<file path="config.mk">
export PLATFORM = sky130hd
export DESIGN_NAME = uart_tx_flow
export DESIGN_NICKNAME = d
export VERILOG_FILES = /design/src/rtl/uatx_pkg.sv /design/src/rtl/uatx_sync.sv /design/src/rtl/uatx_ctrl.sv /design/src/rtl/uatx_fsm.sv /design/src/rtl/uart_tx_flow.sv
export SDC_FILE = /design/constraint.sdc
export NUM_CORES = 1
export LEC_CHECK = 0
export ABC_AREA = 1
export BUFFER_PORTS_ARGS = -buffer_cell sky130_fd_sc_hd__buf_2
export CAP_MARGIN = 20
export CELL_PAD_IN_SITES_DETAIL_PLACEMENT = 1
export CELL_PAD_IN_SITES_GLOBAL_PLACEMENT = 1
export CORE_MARGIN = 2
export CORE_UTILIZATION = 39
export DETAILED_ROUTE_END_ITERATION = 8
export PLACE_DENSITY_LB_ADDON = 0.05
export SYNTH_ARGS = -nofsm -noshare
export SYNTH_HDL_FRONTEND = slang
export SYNTH_HIERARCHICAL = 1
export SYNTH_SLANG_ARGS = --single-unit
</file>
<file path="constraint.sdc">
create_clock -name clk -period 3 [get_ports clk]
set_clock_uncertainty 0.1 [all_clocks]
set_input_delay 0.6 -clock clk [delete_from_list [all_inputs] [get_ports clk]]
set_output_delay 0.6 -clock clk [all_outputs]
set_load 0.02 [all_outputs]
</file>
<file path="src/rtl/uatx_pkg.sv">
package uatx_pkg;

    localparam int CHAR_MAX      = 8;
    localparam int TICKS_PER_BIT = 16;
    localparam int SEG_CNT_W     = $clog2(2 * TICKS_PER_BIT);
    localparam int BIT_IDX_W     = $clog2(CHAR_MAX);
    localparam int STOP_W        = SEG_CNT_W + 1;

    typedef enum logic [2:0] {
        ST_IDLE,
        ST_START,
        ST_DATA,
        ST_PARITY,
        ST_STOP,
        ST_RTS_WAIT
    } tx_state_t;

    typedef enum logic [1:0] {
        PM_PARITY = 2'b00,
        PM_FORCED = 2'b01,
        PM_NONE   = 2'b10,
        PM_MDROP  = 2'b11
    } par_mode_t;

    function automatic logic [3:0] char_len(input logic [1:0] len_code);
        return 4'd5 + {2'b00, len_code};
    endfunction

    // stop period in 16x ticks
    function automatic logic [STOP_W-1:0] stop_len(input logic [1:0] len_code,
                                                   input logic [3:0] code);
        if (len_code != 2'b00 && !code[3])
            return STOP_W'(9) + STOP_W'(code);
        else
            return STOP_W'(17) + STOP_W'(code);
    endfunction

    function automatic logic extra_bit(input logic [CHAR_MAX-1:0] data,
                                       input logic [1:0] len_code,
                                       input logic [1:0] mode,
                                       input logic sel);
        logic [CHAR_MAX-1:0] active;
        logic                ones_odd;
        for (int i = 0; i < CHAR_MAX; i++)
            active[i] = data[i] & (i < int'(char_len(len_code)));
        ones_odd = ^active;
        case (par_mode_t'(mode))
            PM_PARITY: return sel ? ~ones_odd : ones_odd;
            PM_FORCED: return sel;
            PM_MDROP:  return sel;
            default:   return 1'b0;
        endcase
    endfunction

endpackage

</file>
<file path="src/rtl/uatx_sync.sv">
module uatx_sync #(
    parameter int   STAGES    = 2,
    parameter logic RESET_VAL = 1'b1
) (
    input  logic clk,
    input  logic rst_n,
    input  logic d,
    output logic q
);
    logic [STAGES-1:0] stage_q;

    for (genvar g = 0; g < STAGES; g++) begin : g_stage
        if (g == 0) begin : g_first
            always_ff @(posedge clk or negedge rst_n) begin
                if (!rst_n) stage_q[0] <= RESET_VAL;
                else        stage_q[0] <= d;
            end
        end else begin : g_next
            always_ff @(posedge clk or negedge rst_n) begin
                if (!rst_n) stage_q[g] <= RESET_VAL;
                else        stage_q[g] <= stage_q[g-1];
            end
        end
    end

    assign q = stage_q[STAGES-1];
endmodule

</file>
<file path="src/rtl/uatx_ctrl.sv">
module uatx_ctrl
    import uatx_pkg::*;
(
    input  logic                clk,
    input  logic                rst_n,
    input  logic                cmd_enable,
    input  logic                cmd_disable,
    input  logic                cmd_reset,
    input  logic                cmd_break_on,
    input  logic                cmd_break_off,
    input  logic                ld_strobe,
    input  logic [CHAR_MAX-1:0] ld_data,
    input  logic                take,
    output logic                en_q,
    output logic                brk_q,
    output logic                hold_full,
    output logic [CHAR_MAX-1:0] hold_data
);
    always_ff @(posedge clk or negedge rst_n) begin
        if (!rst_n) begin
            en_q  <= 1'b0;
            brk_q <= 1'b0;
        end else if (cmd_reset) begin
            en_q  <= 1'b0;
            brk_q <= 1'b0;
        end else begin
            if (cmd_enable)        en_q <= 1'b1;
            else if (cmd_disable)  en_q <= 1'b0;
            if (cmd_break_on)      brk_q <= 1'b1;
            else if (cmd_break_off) brk_q <= 1'b0;
        end
    end

    always_ff @(posedge clk or negedge rst_n) begin
        if (!rst_n) begin
            hold_full <= 1'b0;
            hold_data <= '0;
        end else if (cmd_reset || take) begin
            hold_full <= 1'b0;
        end else if (ld_strobe && en_q && !hold_full) begin
            hold_full <= 1'b1;
            hold_data <= ld_data;
        end
    end

    p_take_clears_r5: assert property (@(posedge clk) disable iff (!rst_n)
        take |=> !hold_full) else $error("take did not free holding register");

    p_load_ignored_r7: assert property (@(posedge clk) disable iff (!rst_n)
        (ld_strobe && !en_q && !cmd_reset) |=> ($stable(hold_data) && hold_full == $past(hold_full)))
        else $error("load accepted while disabled");
endmodule

</file>
<file path="src/rtl/uatx_fsm.sv">
module uatx_fsm
    import uatx_pkg::*;
(
    input  logic                clk,
    input  logic                rst_n,
    input  logic                tick,
    input  logic                en,
    input  logic                brk,
    input  logic                cmd_enable,
    input  logic                cmd_reset,
    input  logic                hold_full,
    input  logic [CHAR_MAX-1:0] hold_data,
    input  logic [1:0]          cfg_len,
    input  logic [1:0]          cfg_par_mode,
    input  logic                cfg_par_sel,
    input  logic [3:0]          cfg_stop,
    input  logic                cfg_cts_en,
    input  logic                cfg_rts_auto,
    input  logic                cts_s,
    output logic                take,
    output logic                txd,
    output logic                rts_n,
    output logic                shifter_idle
);
    localparam logic [SEG_CNT_W-1:0] BIT_LAST = SEG_CNT_W'(TICKS_PER_BIT - 1);

    tx_state_t               state, nxt;
    logic [SEG_CNT_W-1:0]    cnt;
    logic [BIT_IDX_W-1:0]    bit_idx;
    logic [CHAR_MAX-1:0]     shreg;
    logic                    par_q;
    logic                    rts_q;
    logic [SEG_CNT_W-1:0]    seg_last;
    logic                    seg_end;
    logic                    start_ok;
    logic                    has_extra;
    logic [BIT_IDX_W-1:0]    last_idx;
    logic [STOP_W-1:0]       stop_ticks;

    assign stop_ticks = stop_len(cfg_len, cfg_stop);
    assign has_extra  = par_mode_t'(cfg_par_mode) != PM_NONE;
    assign last_idx   = BIT_IDX_W'(char_len(cfg_len) - 4'd1);
    assign start_ok   = hold_full && en && !brk && (!cfg_cts_en || !cts_s);

    always_comb begin
        unique case (state)
            ST_STOP: seg_last = SEG_CNT_W'(stop_ticks - STOP_W'(1));
            ST_IDLE: seg_last = '0;
            default: seg_last = BIT_LAST;
        endcase
    end

    assign seg_end = tick && (cnt == seg_last);

    // next-state logic
    always_comb begin
        nxt  = state;
        take = 1'b0;
        unique case (state)
            ST_IDLE: begin
                if (tick && start_ok) begin
                    nxt  = ST_START;
                    take = 1'b1;
                end
            end
            ST_START: begin
                if (seg_end) nxt = ST_DATA;
            end
            ST_DATA: begin
                if (seg_end && bit_idx == last_idx)
                    nxt = has_extra ? ST_PARITY : ST_STOP;
            end
            ST_PARITY: begin
                if (seg_end) nxt = ST_STOP;
            end
            ST_STOP: begin
                if (seg_end) begin
                    if (start_ok) begin
                        nxt  = ST_START;
                        take = 1'b1;
                    end else if (!en && cfg_rts_auto) begin
                        nxt = ST_RTS_WAIT;
                    end else begin
                        nxt = ST_IDLE;
                    end
                end
            end
            ST_RTS_WAIT: begin
                if (seg_end) nxt = ST_IDLE;
            end
            default: nxt = ST_IDLE;
        endcase
        if (cmd_reset) begin
            nxt  = ST_IDLE;
            take = 1'b0;
        end
    end

    // state register
    always_ff @(posedge clk or negedge rst_n) begin
        if (!rst_n) state <= ST_IDLE;
        else        state <= nxt;
    end

    // datapath registers
    always_ff @(posedge clk or negedge rst_n) begin
        if (!rst_n) begin
            cnt     <= '0;
            bit_idx <= '0;
            shreg   <= '0;
            par_q   <= 1'b0;
            rts_q   <= 1'b1;
        end else begin
            if (nxt != state || nxt == ST_IDLE) cnt <= '0;
            else if (tick)                      cnt <= (cnt == seg_last) ? '0 : cnt + 1'b1;

            if (take) begin
                shreg   <= hold_data;
                bit_idx <= '0;
                par_q   <= extra_bit(hold_data, cfg_len, cfg_par_mode, cfg_par_sel);
            end else if (state == ST_DATA && seg_end) begin
                shreg   <= shreg >> 1;
                bit_idx <= bit_idx + 1'b1;
            end

            if (cmd_enable)
                rts_q <= 1'b0;
            else if (state == ST_RTS_WAIT && seg_end && !en)
                rts_q <= 1'b1;
        end
    end

    // outputs
    always_comb begin
        logic line;
        unique case (state)
            ST_START:  line = 1'b0;
            ST_DATA:   line = shreg[0];
            ST_PARITY: line = par_q;
            default:   line = 1'b1;
        endcase
        txd          = brk ? 1'b0 : line;
        rts_n        = rts_q;
        shifter_idle = (state == ST_IDLE) || (state == ST_RTS_WAIT);
    end

    p_take_needs_full_r5: assert property (@(posedge clk) disable iff (!rst_n)
        take |-> hold_full) else $error("character taken from empty holding register");

    p_no_start_disabled_r8: assert property (@(posedge clk) disable iff (!rst_n)
        (!en && state != ST_START) |=> state != ST_START) else $error("start while disabled");

    p_rst_cmd_idle_r9: assert property (@(posedge clk) disable iff (!rst_n)
        cmd_reset |=> state == ST_IDLE) else $error("reset command did not stop output");

    p_cts_gate_r10: assert property (@(posedge clk) disable iff (!rst_n)
        (cfg_cts_en && cts_s && state != ST_START) |=> state != ST_START)
        else $error("start without clear-to-send");

    p_break_blocks_r11: assert property (@(posedge clk) disable iff (!rst_n)
        (brk && state != ST_START) |=> state != ST_START) else $error("start during break");

    p_rts_rise_r12: assert property (@(posedge clk) disable iff (!rst_n)
        $rose(rts_n) |-> $past(state) == ST_RTS_WAIT) else $error("rts negated outside wait");
endmodule

</file>
<file path="src/rtl/uart_tx_flow.sv">
module uart_tx_flow
    import uatx_pkg::*;
#(
    parameter int CTS_SYNC_STAGES = 2
) (
    input  logic                clk,
    input  logic                rst_n,
    input  logic                tick16,
    input  logic [1:0]          cfg_len,
    input  logic [1:0]          cfg_par_mode,
    input  logic                cfg_par_sel,
    input  logic [3:0]          cfg_stop,
    input  logic                cfg_cts_en,
    input  logic                cfg_rts_auto,
    input  logic                cmd_enable,
    input  logic                cmd_disable,
    input  logic                cmd_reset,
    input  logic                cmd_break_on,
    input  logic                cmd_break_off,
    input  logic                ld_strobe,
    input  logic [CHAR_MAX-1:0] ld_data,
    input  logic                cts_n,
    output logic                txd,
    output logic                rts_n,
    output logic                tx_ready,
    output logic                tx_empty
);
    logic                en_q, brk_q, hold_full, take, cts_s, shifter_idle;
    logic [CHAR_MAX-1:0] hold_data;

    uatx_sync #(.STAGES(CTS_SYNC_STAGES), .RESET_VAL(1'b1)) u_cts_sync (
        .clk(clk), .rst_n(rst_n), .d(cts_n), .q(cts_s)
    );

    uatx_ctrl u_ctrl (
        .clk(clk), .rst_n(rst_n),
        .cmd_enable(cmd_enable), .cmd_disable(cmd_disable), .cmd_reset(cmd_reset),
        .cmd_break_on(cmd_break_on), .cmd_break_off(cmd_break_off),
        .ld_strobe(ld_strobe), .ld_data(ld_data), .take(take),
        .en_q(en_q), .brk_q(brk_q), .hold_full(hold_full), .hold_data(hold_data)
    );

    uatx_fsm u_fsm (
        .clk(clk), .rst_n(rst_n), .tick(tick16), .en(en_q), .brk(brk_q),
        .cmd_enable(cmd_enable), .cmd_reset(cmd_reset),
        .hold_full(hold_full), .hold_data(hold_data),
        .cfg_len(cfg_len), .cfg_par_mode(cfg_par_mode), .cfg_par_sel(cfg_par_sel),
        .cfg_stop(cfg_stop), .cfg_cts_en(cfg_cts_en), .cfg_rts_auto(cfg_rts_auto),
        .cts_s(cts_s), .take(take), .txd(txd), .rts_n(rts_n), .shifter_idle(shifter_idle)
    );

    assign tx_ready = en_q && !hold_full;
    assign tx_empty = en_q && !hold_full && shifter_idle;
endmodule

</file>
==> metrics.cfg <==
[finish]
register_area_um2=855
final_cell_mix=nand2_1, inv_1, nand3_1, buf_2, dfrtp_1
layout.cells.non_filler=430
stdcell_area_mm2=0.00274
fillers=786
final_common_cell=nand2_1
drive_gt1_frac=0.268
postLayoutCoreUtil=0.466
syn_to_final_growth_pct=15.9
multi_input_area_mm2=0.00131
antenna_cells=0
nNetsFinal=387

[synth]
synth_top_flop_cell=dfrtp_1
async_flop_share=1.00
mappedNetlistNets=347
syn_inst=314
synth_edf_count=0
synth_area_mm2=0.00236
yosys_warnings=6
ys_seq_area_frac=0.361
synth_seq_cells=34
synth.distinct_cells=42
syn_avg_cell_area_um2=7.53

[detailed_routing]
ant_nets=0
first_iter_violations=60
wl_per_cell_um=14.7
viasPerCell=5.00
via_count=2150
drt_pass1_iterations=4
totalWireLength_um=6300
drc_errors=0

[placed_design]
dp.cells=422
place.gp.congestion=0.827
dpl_cell_area_mm2=0.00263
io_buffers=32
dp_hpwl_um=4960

[min_path]
worstHoldPathType=reg2reg
holdPathStages=0

[global_route]
grt_max_degree=35
grt_pass1_vias=2187
grt_pass1_wl_um=10700
grtUsageTotal=0.211
antenna_found_initial=0
gr-total-overflow=0

[floorplanning]
rows=28
die_w_um=81.9
die_area_mm2=0.00670
die_y_um=81.9
pin_count=33
start_util=0.402
coreArea_mm2=0.00589

[critical_path]
cp.depth=22
crit_slowest_cell=nor3_4
required_ps=3130
path_cells=buf_2, ha_2, inv_1, nand2_1, nand2_2, nand2_2, inv_1, nand2_1, nand2_1, nand3_1, nand2_2, nand3_2, nor3_4, buf_6, nand4_2, nand3_2, nand2_1, nand2_1, nand3_1, nor2_2, nand2_4, nor2_2
cpPeakStageDelay_ps=210
crit_start=cfg_stop[1]
criticalPathCategory=in2reg
arrival_ps=2840
end_kind=flop
worstReg2RegEnd=u_fsm/cnt[3]
cpLargestDelayFamily=simple AND/OR/NAND/NOR gates
cp-endpoint=u_fsm/cnt[3]
r2r_start=u_fsm/state[1]
reg2reg_setup_slack_ps=370
critPathLaunchType=primary input
worst-path-buf-inv=4
critPathMostFrequentCell=nand2_1
reg2reg_depth=18
cp_max_fo=5

[status]
status=complete, no violations

[sta]
fmax_mhz=369
slew_viol_final=0
period_share=0.904
finalSetupViolations=0
tns_ps=0
period_minus_slack_ps=2710
slew_headroom=0.478
worstMarginPinSlew_ps=784
hold_viol=0

[cts]
holdBufCountCts=0
clock-sinks=34
cts_root_buf=clkbuf_8
htree_levels=2
clkTransAtPathRegs_ps=70
cts_buffers=5
clockBufferDepth=2
clk_latency_ps=300
cts_tree=done

[flow_run]
max-cap-violations=0

[pwr]
powerDensity_mw_per_mm2=648
vdd_ir_drop_max_mv=0.341
total_leakage_power_nw=1.43

[worst min path at each step]
stage | from | to
final | u_cts_sync/stage_q[0] | u_cts_sync/q
after global routing | u_cts_sync/stage_q[0] | u_cts_sync/q
after CTS | u_cts_sync/stage_q[0] | u_cts_sync/q
after detailed placement | u_cts_sync/stage_q[0] | u_cts_sync/q
after global placement | u_cts_sync/stage_q[0] | u_cts_sync/q
after floorplan | rst_n | u_ctrl/brk_q
[through the flow]
stage	hold slack [ps]	setup slack [ps]	power, W
after CTS	259	248	0.00179
final	257	289	0.00178
after global routing	266	-16.6	0.00192
after global placement	246	-11.8	0.00139
after detailed placement	248	-47.9	0.00141
after floorplan	204	359	0.00121
[registers in the layout, summed over array words and instances, names as in the netlist, 3 cells and up]
register / count
u_ctrl/hold_data: 8
u_fsm/bit_idx: 3
u_fsm/cnt: 5
u_fsm/shreg: 8
u_fsm/state: 3
[worst register-to-register path: cells and delay by family (launching register included)]
kind / cells / cell delay (ps)
AND/OR/NAND/NOR: 16 / 1770
buffers and inverters: 2 / 230
flip-flops: 1 / 460
[power by group]
group	switching, W	total, W	internal (W)	leakage, nW
Sequential	0.0000818	0.000633	0.000552	0.420
Combinational	0.000468	0.000772	0.000303	0.961
Clock	0.000188	0.000372	0.000185	0.0472
Total	0.000737	0.00178	0.00104	1.43
[Yosys cell counts (2+ instances only)]
| library cell | n | area (um2) |
|---|---|---|
| nand4_1 | 3 | 18.8 |
| xnor2_1 | 4 | 35.0 |
| a21oi_1 | 5 | 25.0 |
| nor2_2 | 7 | 43.8 |
| dfrtp_1 | 31 | 776 |
| inv_2 | 4 | 15.0 |
| nor2_4 | 6 | 67.6 |
| nand2_1 | 72 | 270 |
| inv_4 | 2 | 12.5 |
| dfstp_2 | 3 | 78.8 |
| nand3_1 | 42 | 210 |
| nand2_4 | 3 | 33.8 |
| o21ai_2 | 3 | 26.3 |
| o21ai_0 | 14 | 70.1 |
| nand2_2 | 6 | 37.5 |
| inv_1 | 43 | 161 |
| nand3_2 | 5 | 50.1 |
| ha_1 | 4 | 50.1 |
| nor3_1 | 5 | 25.0 |
| o21ai_1 | 12 | 60.1 |
| xor2_1 | 5 | 43.8 |
| nor2_1 | 15 | 56.3 |
[metal layers]
| layer | part of all wire | global-route usage | wire length (um) |
|---|---|---|---|
| met1 | 0.50 | 0.295 | 3120 |
| met2 | 0.46 | 0.335 | 2910 |
| met3 | 0.030 | 0.0363 | 189 |
| met4 | 0.013 | 0.0600 | 80 |
| met5 | 0 | 0 | 0 |
[cell type report]
class,instances,area share
inverter,50,0.0703
sequential,34,0.312
timing repair buffer,36,0.0707
clock buffer,6,0.0301
clock inverter,2,0.00456
multi-input combinational,227,0.478
tap,75,0.0342
[kinds of logic (layout without fill, tap and decap cells)]
family,Yosys count,count (layout),share of synthesized area
XOR/XNOR,10,10,0.0402
AO/OA/AOI/OAI,43,43,0.108
flip-flops,34,34,0.361
AND/OR/NAND/NOR,170,170,0.377
adder cells (fa/ha/maj),4,4,0.0212
buffers and inverters,53,94,0.0915
[repair_timing]
action | in CTS | in global routing
setup buffers | 0 | 0
endpoints found under the setup margin | 0 | 4
resized for setup | 0 | 6
No activity file was read; power rests on OpenSTA's default activity.
